==> config.mk <==
export PLATFORM = sky130hd
export DESIGN_NAME = vfx_trap_seq
export DESIGN_NICKNAME = d
export VERILOG_FILES = /design/src/rtl/vfx_pkg.sv /design/src/rtl/vfx_trap_prio.sv /design/src/rtl/vfx_elem_ctr.sv /design/src/rtl/vfx_trap_seq.sv
export SDC_FILE = /design/constraint.sdc
export NUM_CORES = 1
export LEC_CHECK = 0
export ABC_AREA = 1
export BUFFER_PORTS_ARGS = -buffer_cell sky130_fd_sc_hd__buf_2
export CORE_ASPECT_RATIO = 1.4
export CORE_MARGIN = 8
export CORE_UTILIZATION = 30
export CTS_CLUSTER_DIAMETER = 40
export DETAILED_ROUTE_END_ITERATION = 10
export HOLD_SLACK_MARGIN = 0.06
export PLACE_DENSITY = 0.6
export SYNTH_ARGS = -nofsm -noshare
export SYNTH_HDL_FRONTEND = slang
export SYNTH_SLANG_ARGS = --single-unit
==> constraint.sdc <==
create_clock -name clk -period 2.4 [get_ports clk]
set_input_delay 0 -clock clk [delete_from_list [all_inputs] [get_ports clk]]
set_output_delay 0 -clock clk [all_outputs]
set_load 0.02 [all_outputs]
==> src/rtl/vfx_pkg.sv <==
package vfx_pkg;
  localparam int NFLAG   = 5;
  localparam int CAUSE_W = 4;
  localparam int IDX_W   = 4;
  localparam int CODE_W  = IDX_W + CAUSE_W;
  localparam int BYTE_W  = 8;
  // flag bit positions inside an element flag vector
  localparam int FB_INV = 4;
  localparam int FB_DZ  = 3;
  localparam int FB_OVF = 2;
  localparam int FB_UNF = 1;
  localparam int FB_INX = 0;
  // flag byte of the control register: flags sit in bits 7:3
  localparam int FLAG_LSB = BYTE_W - NFLAG;
endpackage

==> src/rtl/vfx_trap_prio.sv <==
module vfx_trap_prio
  import vfx_pkg::*;
(
  input  logic [NFLAG-1:0]   flags_i,
  input  logic [NFLAG-1:0]   en_i,
  input  logic               sup_inx_i,
  output logic               hit_o,
  output logic [CAUSE_W-1:0] cause_o
);
  logic [NFLAG-1:0] live;

  always_comb begin
    live = flags_i & en_i;
    if (sup_inx_i) live[FB_INX] = 1'b0;
  end

  // higher bit = higher priority = smaller cause code
  always_comb begin
    cause_o = '0;
    for (int i = 0; i < NFLAG; i++) begin
      if (live[i]) cause_o = CAUSE_W'(NFLAG - i);
    end
  end

  assign hit_o = |live;
endmodule

==> src/rtl/vfx_elem_ctr.sv <==
module vfx_elem_ctr #(
  parameter int CNT_W = 3
) (
  input  logic             clk,
  input  logic             rst_n,
  input  logic             clr_i,
  input  logic             adv_i,
  input  logic [CNT_W-1:0] limit_i,
  output logic             last_o
);
  logic [CNT_W-1:0] cnt_q, cnt_d;

  always_comb begin
    cnt_d = cnt_q;
    if (clr_i)      cnt_d = '0;
    else if (adv_i) cnt_d = cnt_q + CNT_W'(1);
  end

  always_ff @(posedge clk or negedge rst_n) begin
    if (!rst_n)              cnt_q <= '0;
    else if (clr_i || adv_i) cnt_q <= cnt_d;
  end

  assign last_o = (cnt_q == limit_i - CNT_W'(1));
endmodule

==> src/rtl/vfx_trap_seq.sv <==
module vfx_trap_seq
  import vfx_pkg::*;
#(
  parameter int MAX_ELEMS = 4
) (
  input  logic               clk,
  input  logic               rst_n,
  input  logic               start_i,
  input  logic [1:0]         size_i,
  input  logic               single_i,
  input  logic               sup_inexact_i,
  input  logic [BYTE_W-1:0]  trap_en_i,
  input  logic               elem_valid_i,
  input  logic [IDX_W-1:0]   elem_idx_i,
  input  logic [NFLAG-1:0]   elem_flags_i,
  output logic               trap_o,
  output logic [CODE_W-1:0]  trap_code_o,
  output logic               flag_upd_o,
  output logic [BYTE_W-1:0]  flag_bits_o,
  output logic               commit_o,
  output logic               done_o
);
  localparam int CNT_W = $clog2(MAX_ELEMS + 1);

  logic               active_q, active_d;
  logic [CNT_W-1:0]   limit_q, limit_d, limit_sel;
  logic [NFLAG-1:0]   acc_q, acc_d, acc_now;
  logic [CODE_W-1:0]  code_q, code_d;
  logic [BYTE_W-1:0]  fbits_q, fbits_d;
  logic               trap_d, commit_d, done_d;
  logic               hit, last, take, adv;
  logic [CAUSE_W-1:0] cause;
  logic               unused_en;

  assign unused_en = ^trap_en_i[FLAG_LSB-1:0];

  vfx_trap_prio u_prio (
    .flags_i   (elem_flags_i),
    .en_i      (trap_en_i[BYTE_W-1:FLAG_LSB]),
    .sup_inx_i (sup_inexact_i),
    .hit_o     (hit),
    .cause_o   (cause)
  );

  assign take = active_q && elem_valid_i && !start_i;
  assign adv  = take && !hit;

  vfx_elem_ctr #(.CNT_W(CNT_W)) u_ctr (
    .clk     (clk),
    .rst_n   (rst_n),
    .clr_i   (start_i),
    .adv_i   (adv),
    .limit_i (limit_q),
    .last_o  (last)
  );

  always_comb begin
    limit_sel = CNT_W'(MAX_ELEMS >> size_i);
    if (limit_sel == '0) limit_sel = CNT_W'(1);
  end

  assign acc_now = acc_q | elem_flags_i;

  always_comb begin
    active_d = active_q;
    limit_d  = limit_q;
    acc_d    = acc_q;
    code_d   = code_q;
    fbits_d  = fbits_q;
    trap_d   = 1'b0;
    commit_d = 1'b0;
    done_d   = 1'b0;
    if (start_i) begin
      active_d = 1'b1;
      limit_d  = limit_sel;
      acc_d    = '0;
      code_d   = '0;
    end else if (take) begin
      if (hit) begin
        trap_d   = 1'b1;
        done_d   = 1'b1;
        code_d   = {elem_idx_i, cause};
        active_d = 1'b0;
      end else begin
        acc_d = acc_now;
        if (single_i || last) begin
          commit_d = 1'b1;
          done_d   = 1'b1;
          fbits_d  = {acc_now, {FLAG_LSB{1'b0}}};
          active_d = 1'b0;
        end
      end
    end
  end

  always_ff @(posedge clk or negedge rst_n) begin
    if (!rst_n) begin
      active_q    <= 1'b0;
      limit_q     <= CNT_W'(1);
      acc_q       <= '0;
      code_q      <= '0;
      fbits_q     <= '0;
      trap_o      <= 1'b0;
      commit_o    <= 1'b0;
      flag_upd_o  <= 1'b0;
      done_o      <= 1'b0;
    end else begin
      active_q   <= active_d;
      limit_q    <= limit_d;
      acc_q      <= acc_d;
      code_q     <= code_d;
      fbits_q    <= fbits_d;
      trap_o     <= trap_d;
      commit_o   <= commit_d;
      flag_upd_o <= commit_d;
      done_o     <= done_d;
    end
  end

  assign trap_code_o = code_q;
  assign flag_bits_o = fbits_q;
endmodule

---- Word level (Yosys, flattened, before mapping) ----
Cells that the tools add are included.
storage, ports and cells
  bits in registers ....................... 28
  input port bits ......................... 25
  output and inout bits ................... 20
  word-level logic and storage cells ...... 65
cells by class
  add/sub/neg operators ................... 2
  equal/unequal tests ..................... 2
  shifts and indexed selects .............. 1
  muxes and demuxes ....................... 29
  bitwise logic cells ..................... 4
  reductions and logical operators ........ 18
operator list
  operator                                                             count
  3-bit two-way mux                                                    8
  8-bit two-way mux                                                    3
  1-bit two-way mux                                                    15
  5-bit two-way mux                                                    3
  2-bit AND reduction                                                  4
  2-bit nonzero test                                                   3
  5-bit AND                                                            1
  5-bit bitwise OR                                                     1
  5-bit OR reduction                                                   1
  4-bit AND reduction                                                  1
  3-bit by 1-bit adder with 3-bit output (second input constant)       1
  3-bit == test                                                        1
  1-bit logical AND                                                    3
  3-bit zero test                                                      1
  3-bit nonzero test                                                   1
  3-bit by 2-bit >> shifter with 3-bit output (first input constant)   1
  3-bit by 1-bit subtractor with 3-bit output (second input constant)  1
  1-bit zero test                                                      2
  1-bit logical OR                                                     2
  2-bit inequality test (second input constant)                        1
  1-bit inverter                                                       2

---- Longest topological paths before layout ----
  depth after elaboration ................. 10
  mapped depth ............................ 11
  mapped depth without buffers ............ 11

---- Cells and area by module ----
Synthesis repeated with hierarchy kept, for this count alone.
second synthesis, totals
  cell total of the unflattened synthesis .. 176
  area, all modules ....................... 1403.8 µm²
by module, submodules not included
  module         instances  cells each  area an instance (µm²)  seq. area each (µm²)
  vfx_trap_seq   1          120         1087.3                  626.9
  vfx_elem_ctr   1          37          235.2                   75.1
  vfx_trap_prio  1          19          81.3                    0.0

---- Worst setup path before layout ----
OpenSTA, ideal clock, no wires.
  kind .................................... register to register
  from .................................... register limit_q[0]
  to ...................................... register fbits_q[3], in the netlist flag_bits_o[3]
  setup time .............................. 0.117 ns
  data arrival time ....................... 1.391 ns
  required time ........................... 2.283 ns
  setup slack ............................. 0.892 ns
  stages on the path, launching flop included .. 12
  buffers on the path ..................... 0
  period minus slack after synthesis ...... 1.508 ns
  cells stage by stage .................... dfstp_2 > inv_2 > ha_1 > inv_1 > nand2_1 > nand2_1 > nor2_1 > nand3_1 > nand2_2 > nand2_4 > nand2_1 > nand2_1
between the ends
  cells in the longest elaborated chain, start to end .. 4
RTL lines
  what                                         line                 RTL
  from (decl)                                  vfx_trap_seq.sv:26   logic [CNT_W-1:0] limit_q, limit_d, limit_sel;
  from (signal assigned)                       vfx_trap_seq.sv:109  limit_q <= limit_d;
  3-bit by 1-bit subtractor with 3-bit output  vfx_elem_ctr.sv:24   assign last_o = (cnt_q == limit_i - CNT_W'(1));
  3-bit == test                                vfx_elem_ctr.sv:24
  1-bit logical OR                             vfx_trap_seq.sv:86   if (single_i || last) begin
  4-bit AND reduction (no source line)         -
  to (signal assigned)                         vfx_trap_seq.sv:112  fbits_q <= fbits_d;
  to (decl)                                    vfx_trap_seq.sv:29   logic [BYTE_W-1:0] fbits_q, fbits_d;
Every way passes these cells.
A chain may end at the register's enable or synchronous reset.

---- Final worst setup path ----
  from .................................... register limit_q[0]
  to ...................................... register fbits_q[4], in the netlist flag_bits_o[4]
Same word-level chain as after synthesis.

==> reports/results.ini <==
[worst_setup_path]
worst_ep_required_time_ns=2.57
critPathSlowestCell=dfstp_2
worst_setup_path_end_kind=flop
cp_max_fo=7
reg2reg_depth=11
slowest_delay_ns=0.55
critPathMostFrequentCell=nand2_1
crit_chain=inv_2, ha_1, inv_1, nand2_1, nand2_1, nor2_1, nand3_1, nand2_2, nand2_4, nand2_1, nand2_1
path_class=flop to flop
startpoint_type=flop
critPathArrivalTime_ns=1.83

[route]
final_antenna_net_count=0
drt_first_pass_iters=4
drt_drc_violations_left=0
via_per_inst=4.19
vias=1152
drt-total-wl_um=3080
drt-initial-drc-count=56
wl_per_cell_um=11.2

[timing]
timing.fmax_mhz=601
relSlewSlack_pct=60.4
fin_ws_ns=0.737
rsz0062_at_grt=false
fin_crit_sh_pct=69.3
drv_slew=0
setup_viol=0
worstMarginPinSlew_ns=0.594
tns_ns=0
fin_crit_ns=1.66
hold_viol=0
clock_skew_ns=0.00497

[logic_synthesis]
synth_flop_cell=dfrtp_1
yosys-top-cells-count=60 x nand2_1, 26 x dfrtp_1, 19 x inv_1
synth.distinct_cells=26
post-synth-top-count-cell=nand2_1
syn_area_per_cell_sq_um=8.33
synth_top_area_share_pct=47.4
yosysTopAreaCell=dfrtp_1
synth.cell_area_sq_mm=0.00137
ys_seq_elements=27
async_flop_share_pct=100
synthCells=165
ys_warn_count=0
synth_area_leaders=dfrtp_1 47%, nand2_1 16%, inv_1 5.2%
synth_edf_count=0
synth-seq-area-share_pct=49.3

[finish]
fin_area_sq_mm=0.00175
ff_latch_area_sq_um=677
final_nets=241
drive_gt1_share_pct=30.5
fill_cells=475
multiInputGateArea_sq_um=574
final_cells=275
syn2layout_area_growth_pct=27.5
diodes=0

[cts]
htreeDepth=1
clk_pin_slew_worst_paths_ns=0.10
worstSkewPairLatency_ns=0.27
holdBufCountCts=10
cts_resized=0
clock-sinks=27
cts-root-buf=clkbuf_8
cts_tree=done
clk_path_buf_depth=2
numCtsBuffers=3
post_cts_buffers=0

[power]
swShare_pct=32.3
leakage_nw=0.992
cellPowerDensity_mw_per_mm2=609
ir_drop_v=0.000166
clockPowerShare_pct=24.4
p_int_mw=0.722
pwr-share-seq_pct=49.5
combPwrFrac_pct=26.1
p_switching_mw=0.345

[place]
hpwl_um=2400
place_area_sq_mm=0.00161
dp_slack_ns=0.747
place_inst=261
portBuffers=37
place_congestion=0.740

[worst_hold_path]
hp-class=input port to flop
whs_path_depth=3

[floorplan]
coreArea_sq_mm=0.00446
die_h_um=96.1
dieWidth_um=73.2
row_count=29
initial_utilization_pct=30.8
fp.dieArea_sq_mm=0.00703
ios=45

[global_routing]
overflow=0
antenna_found_initial=0
grt_use_total_pct=9.43
grt_max_degree=28
grt_pass1_vias=1157
grt_pass1_wl_um=5150

[job]
max-cap-violations=0

[status]
status=complete, no violations

-- metal layers --
metal / wire length (um) / share of wire [%] / vias up / global-route usage (%)
met5: 0 / 0 / - / 0
met4: 99 / 3.2 / 0 / 6.20
met3: 121 / 3.9 / 6 / 1.36
met2: 1620 / 53 / 26 / 16.7
met1: 1240 / 40 / 529 / 10.2
li1: - / - / 591 / -
-- sequential cells by signal, indices dropped and copies added (netlist names) --
signal,cells
acc_q,5
active_q,1
commit_o,1
done_o,1
flag_bits_o,5
limit_q,3
trap_code_o,7
trap_o,1
u_ctr.cnt_q,3
-- cells in the final DEF, fill, tap and decap left out --
cell type | synthesis | final
dfrtp_1 | 26 | 26
nand2_1 | 60 | 60
or2_2 | 5 | 5
clkinv_4 | 1 | 1
dlygate4sd3_1 | 0 | 10
nor2_2 | 1 | 1
inv_1 | 19 | 19
nor2_8 | 1 | 1
clkbuf_8 | 0 | 3
buf_2 | 1 | 37
ha_1 | 2 | 2
nand2_2 | 6 | 6
clkinv_2 | 0 | 1
a21oi_1 | 6 | 6
nand3_2 | 1 | 1
o21ai_1 | 2 | 2
xor2_1 | 1 | 1
conb_1 | 1 | 4
nand3_4 | 1 | 1
dfstp_2 | 1 | 1
nand3_1 | 9 | 9
o22ai_1 | 1 | 1
inv_2 | 3 | 3
nand2_4 | 2 | 2
o21ai_0 | 6 | 6
nor2_4 | 2 | 2
nor2_1 | 1 | 1
nand3b_1 | 1 | 1
-- power by group through the flow --
stage | Combinational [mW] | Sequential (mW) | Clock, mW
global placement | 0.269 | 0.537 | 0
detailed placement | 0.270 | 0.538 | 0
floorplan | 0.124 | 0.591 | 0
CTS | 0.285 | 0.529 | 0.268
global route | 0.312 | 0.536 | 0.290
finish | 0.279 | 0.528 | 0.261
-- through the flow --
step | util [%] | power, mW | hold WS (ns)
finish | 39.2 | 1.07 | 0.0649
global route | 39.2 | 1.14 | 0.0757
CTS | 39.2 | 1.08 | 0.0680
detailed placement | 36.0 | 0.808 | 0.0466
global placement | 36.0 | 0.805 | 0.0503
floorplan | - | 0.715 | -0.296
-- critical path: cells and delay by family (launching register included) --
family	cells	cell delay, ns
adder cells (fa/ha/maj)	1	0.29
buffers and inverters	2	0.08
AND/OR/NAND/NOR	8	0.62
flip-flops	1	0.55
-- layout make-up --
class	count	share of cell area [%]
multi-input combinational	112	32.8
inverter	23	5.21
clock buffer	3	2.36
timing repair buffer	47	16.3
tap	62	4.43
sequential	27	38.6
clock inverter	1	0.286
-- cells by family (layout without fill, tap and decap cells) --
kind of cell / after synthesis / after routing / share of synthesized area [%]
adders and majority gates: 2 / 2 / 1.82
DFF: 27 / 27 / 49.3
and+or+nand+nor: 90 / 90 / 32.7
buffers and inverters: 29 / 74 / 9.75
other: 1 / 4 / 0.273
AOI/OAI and AO/OA: 15 / 15 / 5.56
xor gates and xnor gates: 1 / 1 / 0.638
-- final timing paths --
path	start	to	slack [ns]
min	elem_valid_i	acc_q[4]	0.06
max in group asynchronous	rst_n	trap_code_o[0]	1.75
max	limit_q[0]	flag_bits_o[4]	0.74
min in group asynchronous	rst_n	flag_bits_o[5]	0.26
min reg2reg	flag_bits_o[5]	flag_bits_o[5]	0.47
max reg2reg	limit_q[0]	flag_bits_o[4]	0.74
Note: power is estimated with default switching activity, not from simulation.
